<file path="config.mk">
export PLATFORM = sky130hd
export DESIGN_NAME = soft_mute_ramp
export DESIGN_NICKNAME = d
export VERILOG_FILES = /design/src/rtl/smr_pkg.sv /design/src/rtl/smr_gain_ramp.sv /design/src/rtl/smr_scaler.sv /design/src/rtl/soft_mute_ramp.sv
export SDC_FILE = /design/constraint.sdc
export NUM_CORES = 2
export LEC_CHECK = 0
export ABC_CLOCK_PERIOD_IN_PS = 11600
export BUFFER_PORTS_ARGS = -buffer_cell sky130_fd_sc_hd__buf_4
export CORE_MARGIN = 5
export CORE_UTILIZATION = 30
export DETAILED_ROUTE_END_ITERATION = 6
export GPL_ROUTABILITY_DRIVEN = 0
export GPL_TIMING_DRIVEN = 0
export MAX_ROUTING_LAYER = met4
export PLACE_DENSITY = 0.54
export SLEW_MARGIN = 10
export SYNTH_ARGS = -nofsm -noshare
export SYNTH_HDL_FRONTEND = slang
export SYNTH_SLANG_ARGS = --single-unit
export TNS_END_PERCENT = 30
</file>
<file path="constraint.sdc">
create_clock -name clk -period 11.6 [get_ports clk]
set_clock_uncertainty 0.05 [all_clocks]
set_input_delay 1.16 -clock clk [delete_from_list [all_inputs] [get_ports clk]]
set_output_delay 1.16 -clock clk [all_outputs]
set_load 0.05 [all_outputs]
</file>
<file path="src/rtl/smr_pkg.sv">
package smr_pkg;

  typedef enum logic [1:0] {
    SPD_BASE   = 2'b00,
    SPD_DOUBLE = 2'b01,
    SPD_QUAD   = 2'b10,
    SPD_QUAD_B = 2'b11
  } speed_e;

  // log2 of the gain step taken per strobe for a speed code
  function automatic int unsigned step_shift(input logic [1:0] code);
    case (speed_e'(code))
      SPD_BASE:   step_shift = 2;
      SPD_DOUBLE: step_shift = 1;
      default:    step_shift = 0;
    endcase
  endfunction

endpackage

</file>
<file path="src/rtl/smr_gain_ramp.sv">
module smr_gain_ramp #(
  parameter int RAMP_BASE = 1024,
  localparam int GAIN_FULL = RAMP_BASE * 4,
  localparam int GAIN_W    = $clog2(GAIN_FULL) + 1
) (
  input  logic              clk,
  input  logic              rst,
  input  logic              smp_stb,
  input  logic              mute_req,
  input  logic [1:0]        speed_mode,
  output logic [GAIN_W-1:0] gain_nxt,
  output logic [GAIN_W-1:0] gain_q,
  output logic              at_floor
);
  import smr_pkg::*;

  localparam logic [GAIN_W-1:0] FULL_G = GAIN_W'(GAIN_FULL);

  logic [GAIN_W-1:0] step;
  logic [GAIN_W:0]   up_sum;
  logic              step_dn, step_up, hit_floor, hit_ceiling;

  assign step        = GAIN_W'(1) << step_shift(speed_mode);
  assign step_dn     = smp_stb && mute_req;
  assign step_up     = smp_stb && !mute_req;
  assign up_sum      = {1'b0, gain_q} + {1'b0, step};
  assign hit_floor   = gain_q <= step;
  assign hit_ceiling = up_sum >= {1'b0, FULL_G};

  always_comb begin
    gain_nxt = gain_q;
    if (step_dn) gain_nxt = hit_floor ? '0 : gain_q - step;
    else if (step_up) gain_nxt = hit_ceiling ? FULL_G : up_sum[GAIN_W-1:0];
  end

  always_ff @(posedge clk) begin
    if (rst) gain_q <= FULL_G;
    else     gain_q <= gain_nxt;
  end

  assign at_floor = gain_q == '0;

  logic past_ok;
  always_ff @(posedge clk) past_ok <= !rst;

  a_r2_gain_in_range: assert property (@(posedge clk) disable iff (rst)
    gain_q <= FULL_G);
  a_r2_fall_dir: assert property (@(posedge clk) disable iff (rst)
    past_ok && $past(step_dn) |-> gain_q <= $past(gain_q));
  a_r4_rise_dir: assert property (@(posedge clk) disable iff (rst)
    past_ok && $past(step_up) |-> gain_q >= $past(gain_q));
  a_r7_gain_hold: assert property (@(posedge clk) disable iff (rst)
    past_ok && !$past(smp_stb) |-> $stable(gain_q));

endmodule

</file>
<file path="src/rtl/smr_scaler.sv">
module smr_scaler #(
  parameter int DATA_W = 24,
  parameter int GAIN_W = 13,
  parameter int FRAC_W = 12
) (
  input  logic              clk,
  input  logic              rst,
  input  logic              smp_stb,
  input  logic [DATA_W-1:0] sample,
  input  logic [GAIN_W-1:0] gain,
  output logic [DATA_W-1:0] scaled
);
  localparam int PROD_W = DATA_W + GAIN_W + 1;
  localparam logic signed [PROD_W-1:0] RND_HALF = PROD_W'(1) << (FRAC_W - 1);
  localparam logic signed [PROD_W-1:0] POS_MAX  = PROD_W'((64'(1) << (DATA_W - 1)) - 1);
  localparam logic signed [PROD_W-1:0] NEG_MIN  = -POS_MAX - PROD_W'(1);
  localparam logic [GAIN_W-1:0] UNITY = GAIN_W'(1) << FRAC_W;

  // round half up, then clip to the sample range
  function automatic logic [DATA_W-1:0] scale_fn(
    input logic [DATA_W-1:0] s, input logic [GAIN_W-1:0] g);
    logic signed [PROD_W-1:0] p, q;
    p = PROD_W'($signed(s)) * $signed({1'b0, g});
    q = (p + RND_HALF) >>> FRAC_W;
    if (q > POS_MAX)      q = POS_MAX;
    else if (q < NEG_MIN) q = NEG_MIN;
    return q[DATA_W-1:0];
  endfunction

  always_ff @(posedge clk) begin
    if (rst)          scaled <= '0;
    else if (smp_stb) scaled <= scale_fn(sample, gain);
  end

  a_r5_unity_pass: assert property (@(posedge clk) disable iff (rst)
    smp_stb && gain == UNITY |=> scaled == $past(sample));
  a_r6_zero_gain: assert property (@(posedge clk) disable iff (rst)
    smp_stb && gain == '0 |=> scaled == '0);

endmodule

</file>
<file path="src/rtl/soft_mute_ramp.sv">
module soft_mute_ramp #(
  parameter int DATA_W    = 24,
  parameter int RAMP_BASE = 1024
) (
  input  logic              clk,
  input  logic              rst,
  input  logic              smp_stb,
  input  logic              mute_req,
  input  logic [1:0]        speed_mode,
  input  logic [DATA_W-1:0] in_left,
  input  logic [DATA_W-1:0] in_right,
  output logic [DATA_W-1:0] out_left,
  output logic [DATA_W-1:0] out_right,
  output logic              full_mute
);
  localparam int GAIN_FULL = RAMP_BASE * 4;
  localparam int FRAC_W    = $clog2(GAIN_FULL);
  localparam int GAIN_W    = FRAC_W + 1;
  localparam int N_CH      = 2;

  logic [GAIN_W-1:0] gain_nxt, gain_q;
  logic              at_floor;
  logic [DATA_W-1:0] ch_in  [N_CH];
  logic [DATA_W-1:0] ch_out [N_CH];

  smr_gain_ramp #(.RAMP_BASE(RAMP_BASE)) u_ramp (
    .clk(clk), .rst(rst), .smp_stb(smp_stb), .mute_req(mute_req),
    .speed_mode(speed_mode), .gain_nxt(gain_nxt), .gain_q(gain_q),
    .at_floor(at_floor)
  );

  assign ch_in[0] = in_left;
  assign ch_in[1] = in_right;

  for (genvar c = 0; c < N_CH; c++) begin : g_ch
    smr_scaler #(.DATA_W(DATA_W), .GAIN_W(GAIN_W), .FRAC_W(FRAC_W)) u_scl (
      .clk(clk), .rst(rst), .smp_stb(smp_stb), .sample(ch_in[c]),
      .gain(gain_nxt), .scaled(ch_out[c])
    );
  end

  assign out_left  = ch_out[0];
  assign out_right = ch_out[1];
  assign full_mute = at_floor;

  logic past_ok;
  always_ff @(posedge clk) past_ok <= !rst;

  a_r6_silent_when_flagged: assert property (@(posedge clk) disable iff (rst)
    full_mute |-> out_left == '0 && out_right == '0);
  a_r7_out_hold: assert property (@(posedge clk) disable iff (rst)
    past_ok && !$past(smp_stb) |-> $stable(out_left) && $stable(out_right) && $stable(full_mute));
  a_r1_reset_clear: assert property (@(posedge clk)
    rst |=> out_left == '0 && out_right == '0 && !full_mute);

endmodule

</file>
# [Yosys cells after proc, flatten, opt, wreduce, memory -nomap -nowiden]
# Cells that the tools add are included.
[classes] addsub=4 multipliers=2 div_mod_pow=0 magnitude_cmp=6 eq_ne=1 n_shift=1 mux=9 n_bitwise=0 reduce_logical=5
[op_table] operator="$mux W24" n=4
[op_table] operator="$add A38 B13 Y38 const B" n=2
[op_table] operator="$mul A24 B14 Y38" n=2
[op_table] operator="$gt A26 B24 Y1 const B" n=2
[op_table] operator="$lt A26 B24 Y1 const B" n=2
[op_table] operator="$mux W13" n=4
[op_table] operator="$add A13 B13 Y14" n=1
[op_table] operator="$ge A14 B13 Y1 const B" n=1
[op_table] operator="$le A13 B13 Y1" n=1
[op_table] operator="$logic_not A13 Y1" n=1
[op_table] operator="$shl A1 B2 Y13 const A" n=1
[op_table] operator="$sub A13 B13 Y13" n=1
[op_table] operator="$pmux W2 S2" n=1
[op_table] operator="$eq A2 B1 Y1 const B" n=1
[op_table] operator="$logic_and A1 B1 Y1" n=2
[op_table] operator="$logic_not A2 Y1" n=1
[op_table] operator="$logic_not A1 Y1" n=1
[word_totals] register_bits=61 latchBits=0 ram_bits=0 rom_bits=0 in_bits=54 out_inout_bits=49 elab_cells=31 mem_count=0

# [Depth between registers and ports, before layout]
[depth] ltp_word=13 depth_mapped=41 ltp_nobuf=36

# [Modules after synthesis]
# From an unflattened synthesis, not the netlist that was laid out.
[hier_totals] cells_unflattened=3094 area_unflattened_um2=27029.7
[modules_own_cells] module="smr_scaler (g_ch[1].u_scl)" instances=1 cells_per_inst=1461 area_each_um2=12848.6 seq_area_each_um2=480.5
[modules_own_cells] module="smr_scaler (g_ch[0].u_scl)" instances=1 cells_per_inst=1447 area_each_um2=12777.3 seq_area_each_um2=480.5
[modules_own_cells] module="smr_gain_ramp" instances=1 cells_per_inst=186 area_each_um2=1403.8 seq_area_each_um2=260.2

# [Worst setup path after synthesis]
# OpenSTA, ideal clock, no wires.
[synth_timing] path_type="input to register" start="in speed_mode[1]" end="reg g_ch[0].u_scl.scaled[2]" setup_time_ps=143 arrival_time_ps=10048 t_required_ps=11407 slack_ps=1358 cell_stages=39 n_path_buf=5 cell_sequence="or2_2 -> ha_1 -> buf_2 -> inv_2 -> o21a_1 -> a21bo_1 -> or4b_2 -> o21ai_1 -> nand2b_1 -> clkbuf_1 -> nor2_1 -> a211oi_1 -> a21oi_1 -> mux2i_1 -> clkbuf_1 -> nand2b_1 -> fa_1 -> inv_1 -> (+3 left out) -> fa_1 -> inv_1 -> fa_1 -> inv_1 -> ha_1 -> clkbuf_1 -> a21o_1 -> a31o_2 -> a21o_1 -> a2111oi_0 -> o31ai_1 -> a32oi_1 -> o21ai_1 -> xor2_1 -> nand2b_1 -> o22ai_1 -> buf_2 -> a211oi_2"
[synth_between] elab_chain_cells=13 elab_cells_between_ends=18 cone_classes="add/sub (3); mul (1); order compare (4); eq/ne (1); shift (1); mux (7); reduce/logical (1)"
[synth_rtl] item="from (decl)" line="soft_mute_ramp.sv:9" source="input logic [1:0] speed_mode,"
[synth_rtl] item="$eq A2 B1 Y1 or $logic_not A2 Y1 (tied branches)" line="smr_pkg.sv:12" source="case (speed_e'(code))"
[synth_rtl] item="$pmux W2 S2 *" line="smr_pkg.sv:12"
[synth_rtl] item="$shl A1 B2 Y13 *" line="smr_gain_ramp.sv:23" source="assign step = GAIN_W'(1) << step_shift(speed_mode);"
[synth_rtl] item="$add A13 B13 Y14" line="smr_gain_ramp.sv:26" source="assign up_sum = {1'b0, gain_q} + {1'b0, step};"
[synth_rtl] item="$ge A14 B13 Y1" line="smr_gain_ramp.sv:28" source="assign hit_ceiling = up_sum >= {1'b0, FULL_G};"
[synth_rtl] item="$mux W13 (2 in a row)" line="smr_gain_ramp.sv:33" source="else if (step_up) gain_nxt = hit_ceiling ? FULL_G : up_sum[GAIN_W-1:0];"
[synth_rtl] item="$mux W13 *" line="smr_gain_ramp.sv:32" source="if (step_dn) gain_nxt = hit_floor ? '0 : gain_q - step;"
[synth_rtl] item="$mul A24 B14 Y38 *" line="smr_scaler.sv:23" source="p = PROD_W'($signed(s)) * $signed({1'b0, g});"
[synth_rtl] item="$add A38 B13 Y38 *" line="smr_scaler.sv:24" source="q = (p + RND_HALF) >>> FRAC_W;"
[synth_rtl] item="$lt A26 B24 Y1" line="smr_scaler.sv:26" source="else if (q < NEG_MIN) q = NEG_MIN;"
[synth_rtl] item="$mux W24" line="smr_scaler.sv:26"
[synth_rtl] item="$mux W24 *" line="smr_scaler.sv:25" source="if (q > POS_MAX) q = POS_MAX;"
[synth_rtl] item="to (signal assigned)" line="smr_scaler.sv:32" source="else if (smp_stb) scaled <= scale_fn(sample, gain);"
[synth_rtl] item="to (decl)" line="smr_scaler.sv:11" source="output logic [DATA_W-1:0] scaled"
# Every way passes the cells marked *; elsewhere a longest branch is shown, timed or not.
# A chain may end at the register's enable or synchronous reset.

# [Worst setup path after layout]
[layout_timing] start="in speed_mode[1]" end="reg g_ch[0].u_scl.scaled[17]"
# The elaborated chain is that of the path after synthesis.

==> flow_summary.toml <==
[critical_path]
regToRegEndpoint = "g_ch[1].u_scl.scaled[15]$_SDFFE_PP0P_"
crit_fanout = 10
cp_slowest_cell = "or4b_2"
end_kind = "flop"
cpPeakStageDelay_ns = 0.66
critPathKind = "primary input to flop"
crit_path_frequent_cell = "fa_1"
rr_startpoint = "u_ramp.gain_q[0]$_SDFF_PP0_"
r2r_setup_slack_ns = 1.07
path_buf_inv = 10
worst_r2r_path_depth = 32
crit_path_start_kind = "primary input"
cp.arrival_ns = 11.46
critPathRequiredTime_ns = 11.77
path_delay_family = "adder cells"

[route]
drt-vias-per-instance = 4.839
drt_iter0_markers = 1455
num_vias = 21157
wire_per_inst_microns = 20.07
drcViolationCount = 0
drtAntennaViolNets = 0
first_pass_iters = 6
routed_wl_microns = 87730

[global_route]
grt_max_degree = 20
grt_first_pass_wirelength_microns = 134900
antenna_found_initial = 14
grt_pass1_vias = 21908
grt-ovfl-total = 0
grtUsageTotal_pct = 19.21

[place]
dp.cells = 4342
hpwlAfterDp_microns = 74530
portBuffers = 100
dpl_cell_area_sq_um = 28950

[timing]
slew_headroom_pct = 19.59
fin_crit_ns = 11.29
fmax_mhz = 88.57
tightest_slew_ns = 1.206
fin_tns_setup_ns = 0
drv_slew = 0
setup_viol = 0
period_share_pct = 97.33
final-hold-violation-count = 0
rsz0062_at_grt = "no"

[synth]
synth_cells = 3077
synth_area_sq_um = 26740
synth_edf_count = 0
syn_nets = 3936
avgSynthCellArea_sq_um = 8.689
yosysWarnings = 0
synth_cell_types = 74
synthFlopType = "dfxtp_1"
synth_seq_cells = 61
synth_top_area_share_pct = 43.58
async_reset_ff_share_pct = 0
synth.largest_area_cell = "fa_1"
netlist_top_cells_area = "fa_1, ha_1, inv_1, nand2_1, nor2b_1"
yosysSeqAreaShare_pct = 4.568

[cells_and_area]
fin_area_sq_um = 29590
area_delta_synth_final_pct = 10.67
stdcell_count = 4372
drive_gt1_share_pct = 7.002
nNetsFinal = 4053

[die]
die_h_microns = 308.5
ioPinCount = 103
row_count = 109
core_area_sq_um = 88370
chipWidth_microns = 308.5
initial_core_util_pct = 30.25
die_area_sq_um = 95190

[hold_path]
hold_path.class = "flop to flop"
holdCritStartpoint = "g_ch[1].u_scl.scaled[6]$_SDFFE_PP0P_"
holdPathEnd = "g_ch[1].u_scl.scaled[6]$_SDFFE_PP0P_"
holdPathStages = 2

[clocking]
cts_root_buffer = "clkbuf_16"
cts_buffers = 9
tritoncts = "yes"
ctsHtreeMaxLevel = 3
clockBufferDepth = 2
clkSlewWorstSetupHoldPaths_ns = 0.06
cts.sinks = 61
clk_latency_ns = 0.39

[outcome]
status = "finished, final reports clean"

[run]
cap_violations = 0
[cell families after synthesis]
family                   count (synthesis)  share of synthesized area [%]
flip-flops                              61                          4.568
multiplexers                             4                         0.1544
AO/OA/AOI/OAI                          316                          8.293
AND/OR/NAND/NOR                        972                          18.68
buffers and inverters                  848                          12.00
other                                    2                        0.02809
XOR/XNOR                                69                          2.260
adder cells (fa/ha/maj)                805                          54.02
[per-stage QoR]
stage | setup slack [ns] | hold WS, ns | util, %
floorplan | 1.358 | 0.6377 | -
finish | 0.3096 | 0.4343 | 33.48
detailed placement | -1.433 | 0.4276 | 32.76
global placement | -1.547 | 0.4216 | 32.75
global route | 0.0005276 | 0.4522 | 33.48
CTS | 0.006299 | 0.4351 | 33.22
[layer usage]
layer  vias to the layer above  global-route usage (%)  wire length [microns]
met2                       633                   30.54                  40760
met5                         -                       -                      0
li1                       9554                       -                      -
met4                         0                   6.613                   3457
met3                       122                   2.891                   5687
met1                     10848                   25.22                  37830
[cells in the mapped netlist, types with 5 or more instances]
library cell,n
a211oi_1,30
or3_1,10
o211ai_1,13
a31oi_1,28
o21ai_1,7
o21a_1,13
and4_1,6
nor4_1,5
nor2_1,85
and2_1,194
a21o_1,51
xnor2_1,47
nand4_1,22
fa_1,582
or2_2,11
clkbuf_1,149
nor2b_1,197
o21ai_0,32
a211oi_2,10
o31ai_1,7
nand2b_1,24
inv_1,681
buf_2,11
xor2_1,22
ha_1,223
nand2_1,347
a21oi_1,68
nor3_1,13
dfxtp_1,61
nand3_1,30
and3_1,11
[sequential cells by signal (all words and copies together), names as in the netlist]
register           cells
g_ch.u_scl.scaled     48
u_ramp.gain_q         13
[how the worst max path moves through the flow]
stage	cells after the start	endpoint	startpoint	slack (ns)
floorplan	39	g_ch[0].u_scl.scaled[2]$_SDFFE_PP0P_	speed_mode[1]	1.36
global route	40	g_ch[0].u_scl.scaled[20]$_SDFFE_PP0P_	speed_mode[1]	0.0005
detailed placement	36	g_ch[0].u_scl.scaled[11]$_SDFFE_PP0P_	speed_mode[1]	-1.43
global placement	35	g_ch[0].u_scl.scaled[10]$_SDFFE_PP0P_	speed_mode[1]	-1.55
CTS	35	g_ch[0].u_scl.scaled[7]$_SDFFE_PP0P_	speed_mode[1]	0.006
finish	40	g_ch[0].u_scl.scaled[17]$_SDFFE_PP0P_	speed_mode[1]	0.31
[worst min-delay path: stages (launching register included)]
cell and delay, ns:
dfxtp_1 0.31, nor2_1 0.08, a211oi_1 0.05
[placed cells by master (no fill, tap or decap), types with 5 or more instances in the layout]
master	count
nor3_1	13
inv_1	680
clkbuf_2	20
or3_1	10
and2_1	194
fa_1	581
a211oi_2	10
buf_4	112
nand3_1	30
nor4_1	5
dfxtp_1	61
and3_1	11
a211oi_1	29
ha_1	223
o21a_1	13
clkbuf_16	9
xnor2_1	47
clkbuf_4	10
buf_2	9
o31ai_1	6
o21ai_1	7
and4_1	6
nand2b_1	24
nor2_1	82
a21o_1	51
or2_2	11
nand4_1	22
clkbuf_1	117
o21ai_0	32
nand2_1	347
xor2_1	21
o211ai_1	13
a31oi_1	26
diode_2	8
a21oi_1	65
nor2b_1	197
[cell type report]
cell class	count	area, sq um
diodes	8	20.02
plain buffers	164	714.4
clock buffers	10	229.0
clock inverters	6	111.4
fillers	9396	58790
inverters	682	2560
multi-input cells	2168	22450
flip-flops and latches	61	1221
well taps	1165	1458
repair buffers	108	823.3
[what timing repair did]
item,4_1_cts,5_1_grt
endpoints found under the setup margin,48,47
buffers inserted,0,8
gates resized for setup,28,72
pin swaps,0,5
hold buffers,0,0
Power is left out: the tool's default activity adds up to more than one toggle a clock period on the data nets, which glitch-free logic cannot reach.
